`config.mk`:
```
export PLATFORM = sky130hd
export DESIGN_NAME = cdec_top
export DESIGN_NICKNAME = d
export VERILOG_FILES = /design/src/rtl/cdec_pkg.sv /design/src/rtl/cdec_q0.sv /design/src/rtl/cdec_q1.sv /design/src/rtl/cdec_q2.sv /design/src/rtl/cdec_top.sv
export SDC_FILE = /design/constraint.sdc
export NUM_CORES = 1
export LEC_CHECK = 0
export BUFFER_PORTS_ARGS = -buffer_cell sky130_fd_sc_hd__buf_2
export CAP_MARGIN = 20
export CORE_MARGIN = 8
export CORE_UTILIZATION = 45
export DETAILED_ROUTE_END_ITERATION = 6
export GPL_TIMING_DRIVEN = 0
export PLACE_DENSITY = 0.8
export SETUP_SLACK_MARGIN = 0.5
export SLEW_MARGIN = 25
export SYNTH_ARGS = -nofsm -noshare
export SYNTH_HDL_FRONTEND = slang
export SYNTH_SLANG_ARGS = --single-unit
```
`constraint.sdc`:
```
create_clock -name vclk -period 1.4
set_input_delay 0.14 -clock vclk [all_inputs]
set_output_delay 0.14 -clock vclk [all_outputs]
set_load 0.03 [all_outputs]
```
`src/rtl/cdec_pkg.sv`:
```
package cdec_pkg;
  localparam int ILEN  = 16;
  localparam int IDX_W = 5;
  localparam int OP_W  = 5;

  typedef enum logic [OP_W-1:0] {
    C_ILLEGAL  = 5'd0,  C_ADDI4SPN = 5'd1,  C_LW    = 5'd2,  C_SW    = 5'd3,
    C_ADDI     = 5'd4,  C_JAL      = 5'd5,  C_LI    = 5'd6,  C_ADDI16 = 5'd7,
    C_LUI      = 5'd8,  C_SRLI     = 5'd9,  C_SRAI  = 5'd10, C_ANDI  = 5'd11,
    C_SUB      = 5'd12, C_XOR      = 5'd13, C_OR    = 5'd14, C_AND   = 5'd15,
    C_J        = 5'd16, C_BEQZ     = 5'd17, C_BNEZ  = 5'd18, C_SLLI  = 5'd19,
    C_LWSP     = 5'd20, C_JR       = 5'd21, C_MV    = 5'd22, C_EBRK  = 5'd23,
    C_JALR     = 5'd24, C_ADD      = 5'd25, C_SWSP  = 5'd26
  } cop_e;

  typedef struct packed {
    cop_e             op;
    logic [IDX_W-1:0] rd;
    logic [IDX_W-1:0] rs1;
    logic [IDX_W-1:0] rs2;
  } cdec_t;

  localparam logic [IDX_W-1:0] X0_IDX = IDX_W'(0);
  localparam logic [IDX_W-1:0] RA_IDX = IDX_W'(1);
  localparam logic [IDX_W-1:0] SP_IDX = IDX_W'(2);

  localparam cdec_t CDEC_BAD = '{op: C_ILLEGAL, rd: X0_IDX, rs1: X0_IDX, rs2: X0_IDX};

  // short register field -> x8..x15
  function automatic logic [IDX_W-1:0] cx(input logic [2:0] f);
    return IDX_W'({2'b01, f});
  endfunction
endpackage

```
`src/rtl/cdec_q0.sv`:
```
module cdec_q0
  import cdec_pkg::*;
(
  input  logic [ILEN-1:0] ins,
  output cdec_t           dec
);
  logic sink_unused;
  assign sink_unused = ^ins[1:0];

  always_comb begin
    dec = CDEC_BAD;
    unique case (ins[15:13])
      3'b000: if (ins[12:5] != 8'd0) begin
        dec.op  = C_ADDI4SPN;
        dec.rd  = cx(ins[4:2]);
        dec.rs1 = SP_IDX;
      end
      3'b010: begin
        dec.op  = C_LW;
        dec.rd  = cx(ins[4:2]);
        dec.rs1 = cx(ins[9:7]);
      end
      3'b110: begin
        dec.op  = C_SW;
        dec.rs1 = cx(ins[9:7]);
        dec.rs2 = cx(ins[4:2]);
      end
      default: dec = CDEC_BAD;
    endcase
  end
endmodule

```
`src/rtl/cdec_q1.sv`:
```
module cdec_q1
  import cdec_pkg::*;
(
  input  logic [ILEN-1:0] ins,
  output cdec_t           dec
);
  logic sink_unused;
  assign sink_unused = ^{ins[12], ins[1:0]};

  logic [IDX_W-1:0] full_rd;
  logic [IDX_W-1:0] sh_rd;
  assign full_rd = ins[11:7];
  assign sh_rd   = cx(ins[9:7]);

  always_comb begin
    dec = CDEC_BAD;
    unique case (ins[15:13])
      3'b000: begin dec.op = C_ADDI; dec.rd = full_rd; dec.rs1 = full_rd; end
      3'b001: begin dec.op = C_JAL;  dec.rd = RA_IDX; end
      3'b010: begin dec.op = C_LI;   dec.rd = full_rd; end
      3'b011: if (full_rd == SP_IDX) begin
        dec.op = C_ADDI16; dec.rd = SP_IDX; dec.rs1 = SP_IDX;
      end else begin
        dec.op = C_LUI; dec.rd = full_rd;
      end
      3'b100: begin
        dec.rd  = sh_rd;
        dec.rs1 = sh_rd;
        unique case (ins[11:10])
          2'b00: dec.op = C_SRLI;
          2'b01: dec.op = C_SRAI;
          2'b10: dec.op = C_ANDI;
          default: begin
            dec.rs2 = cx(ins[4:2]);
            unique case (ins[6:5])
              2'b00:   dec.op = C_SUB;
              2'b01:   dec.op = C_XOR;
              2'b10:   dec.op = C_OR;
              default: dec.op = C_AND;
            endcase
          end
        endcase
      end
      3'b101: dec.op = C_J;
      3'b110: begin dec.op = C_BEQZ; dec.rs1 = sh_rd; end
      default: begin dec.op = C_BNEZ; dec.rs1 = sh_rd; end
    endcase
  end
endmodule

```
`src/rtl/cdec_q2.sv`:
```
module cdec_q2
  import cdec_pkg::*;
(
  input  logic [ILEN-1:0] ins,
  output cdec_t           dec
);
  logic sink_unused;
  assign sink_unused = ^ins[1:0];

  logic [IDX_W-1:0] f_a;
  logic [IDX_W-1:0] f_b;
  logic             b_zero;
  assign f_a    = ins[11:7];
  assign f_b    = ins[6:2];
  assign b_zero = (f_b == X0_IDX);

  always_comb begin
    dec = CDEC_BAD;
    unique case (ins[15:13])
      3'b000: begin dec.op = C_SLLI; dec.rd = f_a; dec.rs1 = f_a; end
      3'b010: begin dec.op = C_LWSP; dec.rd = f_a; dec.rs1 = SP_IDX; end
      3'b110: begin dec.op = C_SWSP; dec.rs1 = SP_IDX; dec.rs2 = f_b; end
      3'b100: begin
        if (!ins[12]) begin
          if (b_zero) begin dec.op = C_JR; dec.rs1 = f_a; end
          else begin dec.op = C_MV; dec.rd = f_a; dec.rs2 = f_b; end
        end else if (b_zero && f_a == X0_IDX) begin
          dec.op = C_EBRK;
        end else if (b_zero) begin
          dec.op = C_JALR; dec.rd = RA_IDX; dec.rs1 = f_a;
        end else begin
          dec.op = C_ADD; dec.rd = f_a; dec.rs1 = f_a; dec.rs2 = f_b;
        end
      end
      default: dec = CDEC_BAD;
    endcase
  end
endmodule

```
`src/rtl/cdec_top.sv`:
```
module cdec_top
  import cdec_pkg::*;
(
  input  logic [ILEN-1:0]  instr_i,
  output logic [OP_W-1:0]  op_o,
  output logic             illegal_o,
  output logic [IDX_W-1:0] rd_o,
  output logic [IDX_W-1:0] rs1_o,
  output logic [IDX_W-1:0] rs2_o
);
  cdec_t dq0, dq1, dq2, sel;

  cdec_q0 u_q0 (.ins(instr_i), .dec(dq0));
  cdec_q1 u_q1 (.ins(instr_i), .dec(dq1));
  cdec_q2 u_q2 (.ins(instr_i), .dec(dq2));

  always_comb begin
    unique case (instr_i[1:0])
      2'b00:   sel = dq0;
      2'b01:   sel = dq1;
      2'b10:   sel = dq2;
      default: sel = CDEC_BAD;
    endcase
  end

  assign op_o      = sel.op;
  assign illegal_o = (sel.op == C_ILLEGAL);
  assign rd_o      = sel.rd;
  assign rs1_o     = sel.rs1;
  assign rs2_o     = sel.rs2;

  always_comb begin
    if (instr_i[1:0] == 2'b11)
      a_r1_quad3_illegal: assert (illegal_o && op_o == '0) else $error("R1 quad3");
    if (illegal_o)
      a_r2_illegal_no_regs: assert (rd_o == '0 && rs1_o == '0 && rs2_o == '0) else $error("R2 regs");
    if (instr_i == '0)
      a_r3_zero_word: assert (illegal_o) else $error("R3 zero word");
    if (op_o == C_LWSP || op_o == C_SWSP || op_o == C_ADDI4SPN || op_o == C_ADDI16)
      a_r9_sp_base: assert (rs1_o == SP_IDX) else $error("R9 sp base");
    if (op_o >= C_SRLI && op_o <= C_AND)
      a_r8_short_regs: assert (rd_o[4:3] == 2'b01 && rd_o == rs1_o) else $error("R8 short regs");
    if (op_o == C_EBRK)
      a_r11_ebreak_fields: assert (instr_i[11:2] == '0 && instr_i[12]) else $error("R11 ebreak");
  end
endmodule

```
==> out/results.tsv, run 1 <==
metric	value	unit
kind of the worst endpoint	output port	
IO buf count	37	
die span in x	58.35	um
Mapped Area	807.0	um2
Post-CTS Hold Fix Bufs	0	
post-synth net total	151	
status	did not finish	
# IOs	37	
die span in y	58.35	um
total number of yosys warnings	0	
largest net degree at the start of global routing	11	
Syn Inst Count	131	
fraction of synthesized cell area taken by the top area cell type	7.442	%
Synth cell types	44	
RD Place Congestion	0.9605	
post-place setup slack	-0.6496	ns
FP Rows	15	
GRT worst endpoint	illegal_o	
Mapped Avg Cell Area	6.160	um2
post-synthesis sequential area ratio	0	%
Starting Density	47.25	%
synth top area cells	nand2_1, a21oi_1, nor2_1	
leading area contributor after synthesis	nand2_1	
Stopped at	global routing (5_1_grt)	
Error	[ERROR DPL-0038] Utilization greater than 100%, impossible to legalize	
Final HPWL DP	2.667	mm
## stage by stage
| stage | cells | hold WS, ns | setup TNS, ns | area (um2) |
|---|---|---|---|---|
| detailed placement | 193 | 0.6809 | -6.670 | 1271 |
| floorplan | 131 | 0.4105 | -1.626 | 1055 |
| global placement | 193 | 0.6611 | -6.428 | 1271 |
| CTS | 206 | 0.6332 | -5.161 | 1639 |
## synthesized netlist by cell type, types with 2 or more instances
master / instances
nor3_1: 4
nor4_1: 3
nand4_1: 2
nand2b_1: 6
clkbuf_1: 6
a31oi_1: 2
o21ai_0: 8
a22oi_1: 2
ha_1: 4
and2_1: 3
or2_2: 4
o221ai_1: 2
o211a_1: 2
nand3_1: 2
inv_1: 5
nor4_2: 2
nor2b_1: 3
a21oi_1: 11
a21o_1: 4
nor2_1: 14
o2111ai_1: 3
mux2i_1: 2
nand2_1: 16
## timing repair
item                                    CTS
pin swaps                                21
setup buffers                            13
endpoints found under the setup margin   21
gates resized for setup                  73
## cells by family after synthesis
group / after synthesis / share of synthesized area, %
compound gates: 47 / 41.40
mux: 2 / 2.481
simple gates: 64 / 42.79
buf+inv: 14 / 7.131
fa+ha+maj: 4 / 6.202
==> run 2: changes to the inputs <==
--- a/config.mk
+++ b/config.mk
@@ -7,12 +7,11 @@
 export LEC_CHECK = 0
 export BUFFER_PORTS_ARGS = -buffer_cell sky130_fd_sc_hd__buf_2
 export CAP_MARGIN = 20
-export CORE_MARGIN = 8
-export CORE_UTILIZATION = 45
+export CORE_AREA = 8 8 69 71
 export DETAILED_ROUTE_END_ITERATION = 6
+export DIE_AREA = 0 0 77 79
 export GPL_TIMING_DRIVEN = 0
-export PLACE_DENSITY = 0.8
-export SETUP_SLACK_MARGIN = 0.5
+export PLACE_DENSITY_LB_ADDON = 0.15
 export SLEW_MARGIN = 25
 export SYNTH_ARGS = -nofsm -noshare
 export SYNTH_HDL_FRONTEND = slang
==> constraint.sdc (replaced) <==
create_clock -name vclk -period 1.8
set_input_delay 0.18 -clock vclk [all_inputs]
set_output_delay 0.18 -clock vclk [all_outputs]
set_load 0.03 [all_outputs]
==> out/results.tsv, run 2 <==
metric	value	unit	change
FF/Latch Area	0	um2	
RD Place Congestion	0.8974		-6.6%
post-synth net total	151		unchanged
Pwr Total	0.3476	mW	
critical setup path kind	in2out		
largest family of logic cells by synthesized area	simple AND/OR/NAND/NOR gates		
Final period util	108.5	%	
Pwr per Cell Area	271.0	nW/um2	
via count	1185		
fraction of synthesized cell area taken by the top area cell type	7.442	%	unchanged
Mapped Avg Cell Area	6.160	um2	unchanged
Routed Antenna Nets	0		
clock buffers	0		
FP Rows	23		+8
setup ws final	-0.1529	ns	
Arr. time, crit path	1.77	ns	
Wirelength per Cell	17.25	um	
IO buf count	37		unchanged
GR Util All Layers	12.06	%	
mux contribution to synthesized area	2.481	%	unchanged
Slew Limit Fails	0		
post-synthesis sequential area ratio	0	%	unchanged
Hold Path Class	in2out		
most numerous cell in the Yosys netlist	nand2_1		
Starting Density	21.25	%	-26 points
setup TNS	-0.8806	ns	
Synth Area in Simple Gates	42.79	%	unchanged
Crit path required time	1.62	ns	
die span in x	77	um	+32%
# setup viols final	10		
TritonRoute pass-1 iters	4		
VDD IR max	0.06724	mV	
Max Cap Viol	0		
worst-margin pin slew	0.4942	ns	
LEAKAGE	0.5790	nW	
DRT Wirelength	3.794	mm	
layout cells sized above 1	45.88	%	
CP Capture Type	primary output		
vias in the first global route	1214		
Die ar.	6083	um2	
Final HPWL DP	2.937	mm	+10%
most common cell after layout, fill and taps aside	buf_2		
DRC Markers	0		
Startpoint Class	input port		
largest net degree at the start of global routing	11		
top cells by count, synth	nand2_1, nor2_1, a21oi_1		
FMAX	512.1	MHz	
Hold Path End	rs1_o[0]		
sequential cell count	0		
layout overhead on the synthesized area	58.91	%	
Mapped Area	807.0	um2	unchanged
leading area contributor after synthesis	nand2_1		
worst hold start	instr_i[7]		
total number of yosys warnings	0		unchanged
most frequent cells in the layout	buf_2, nand2_1, nor2_1, a21oi_1		
Final min period	1.953	ns	
unrepaired setup endpoints after global routing	yes		
Synth cell types	44		unchanged
# IOs	37		unchanged
post-place setup slack	-0.4947	ns	+0.1549 ns
Finished Core Util	33.76	%	
final hold vios	0		
final net count	192		
die span in y	79	um	+35%
Syn Inst Count	131		unchanged
synth top area cells	nand2_1, a21oi_1, nor2_1		
Post-Synth Adder-Cell Area	6.202	%	unchanged
violated checks	setup timing		
Max-slew headroom	66.71	%	
worst hold path depth	4		
ant diodes	0		
status	finished with violations		
first-pass GRT wire length	6.237	mm	
CP max FO	5		
Vias/cell	5.386		
initial antenna violation count	0		
CORE AREA	3799	um2	
XOR/XNOR Fraction of Synth Area	0	%	unchanged
worst setup path startpoint	instr_i[9]		
GRT Residual Overflow	0		
Synth Area in Compound Gates	41.40	%	unchanged
Starting DRT DRC Count	93		
## run 2: cell counts after synthesis
Identical to the previous run, type by type.
## run 2: worst max path at each step
stage | endpoint | slack [ns]
final | illegal_o | -0.15
after global routing | illegal_o | -0.22
after CTS | illegal_o | -0.15
after detailed placement | rs1_o[1] | -0.49
after global placement | rs1_o[0] | -0.61
after floorplan | illegal_o | -0.17
## run 2: report_power, final
part / internal (mW) / switching (mW) / total, mW
combinational: 0.132 / 0.215 / 0.348
sequential: 0 / 0 / 0
clock: 0 / 0 / 0
total: 0.132 / 0.215 / 0.348
## run 2: layer usage
layer / share of wire (%) / vias to the layer above / track usage (%)
li1: - / 571 / -
met1: 42 / 569 / 14.35
met2: 51 / 39 / 22.68
met3: 5.1 / 6 / 1.242
met4: 2.0 / 0 / 2.642
met5: 0 / - / 0
## run 2: cells by family (layout without fill, tap and decap cells)
family | after synthesis | count (layout)
compound gates | 47 | 47
fa+ha+maj | 4 | 4
buf+inv | 14 | 53
mux | 2 | 2
simple gates | 64 | 64
## run 2: worst max-delay path: stages
cell and delay [ns]:
buf_8 0.10, or4_4 0.57, o211a_1 0.24, o21ai_2 0.14
nand2_2 0.08, nor4_4 0.29, buf_6 0.17
## run 2: area by class of cell
type                       instances  area, um2
multi-input combinational        117      868.3
buffer                             8      51.30
tap                               50      62.56
timing repair buffer              39      277.8
fill                             435       2516
inverter                           6      22.52
## run 2: timing repair
item / 4_1_cts / 5_1_grt
resized for setup: 42 / 18
hold endpoints to repair: 0 / 0
hold buffers: 0 / 0
setup buffers: 1 / 1
setup endpoints to repair: 13 / 15
pin swaps: 12 / 5
## run 2: per-stage QoR
step,cell area (um2),hold WS [ns],instances
2_1_floorplan,838.3,0.4879,131
3_3_place_gp,1086,0.7365,218
3_5_place_dp,1086,0.7380,218
4_1_cts,1226,0.7265,219
5_1_grt,1282,0.7479,220
6_report,1282,0.7336,220
(Power assumes the default switching activity.)
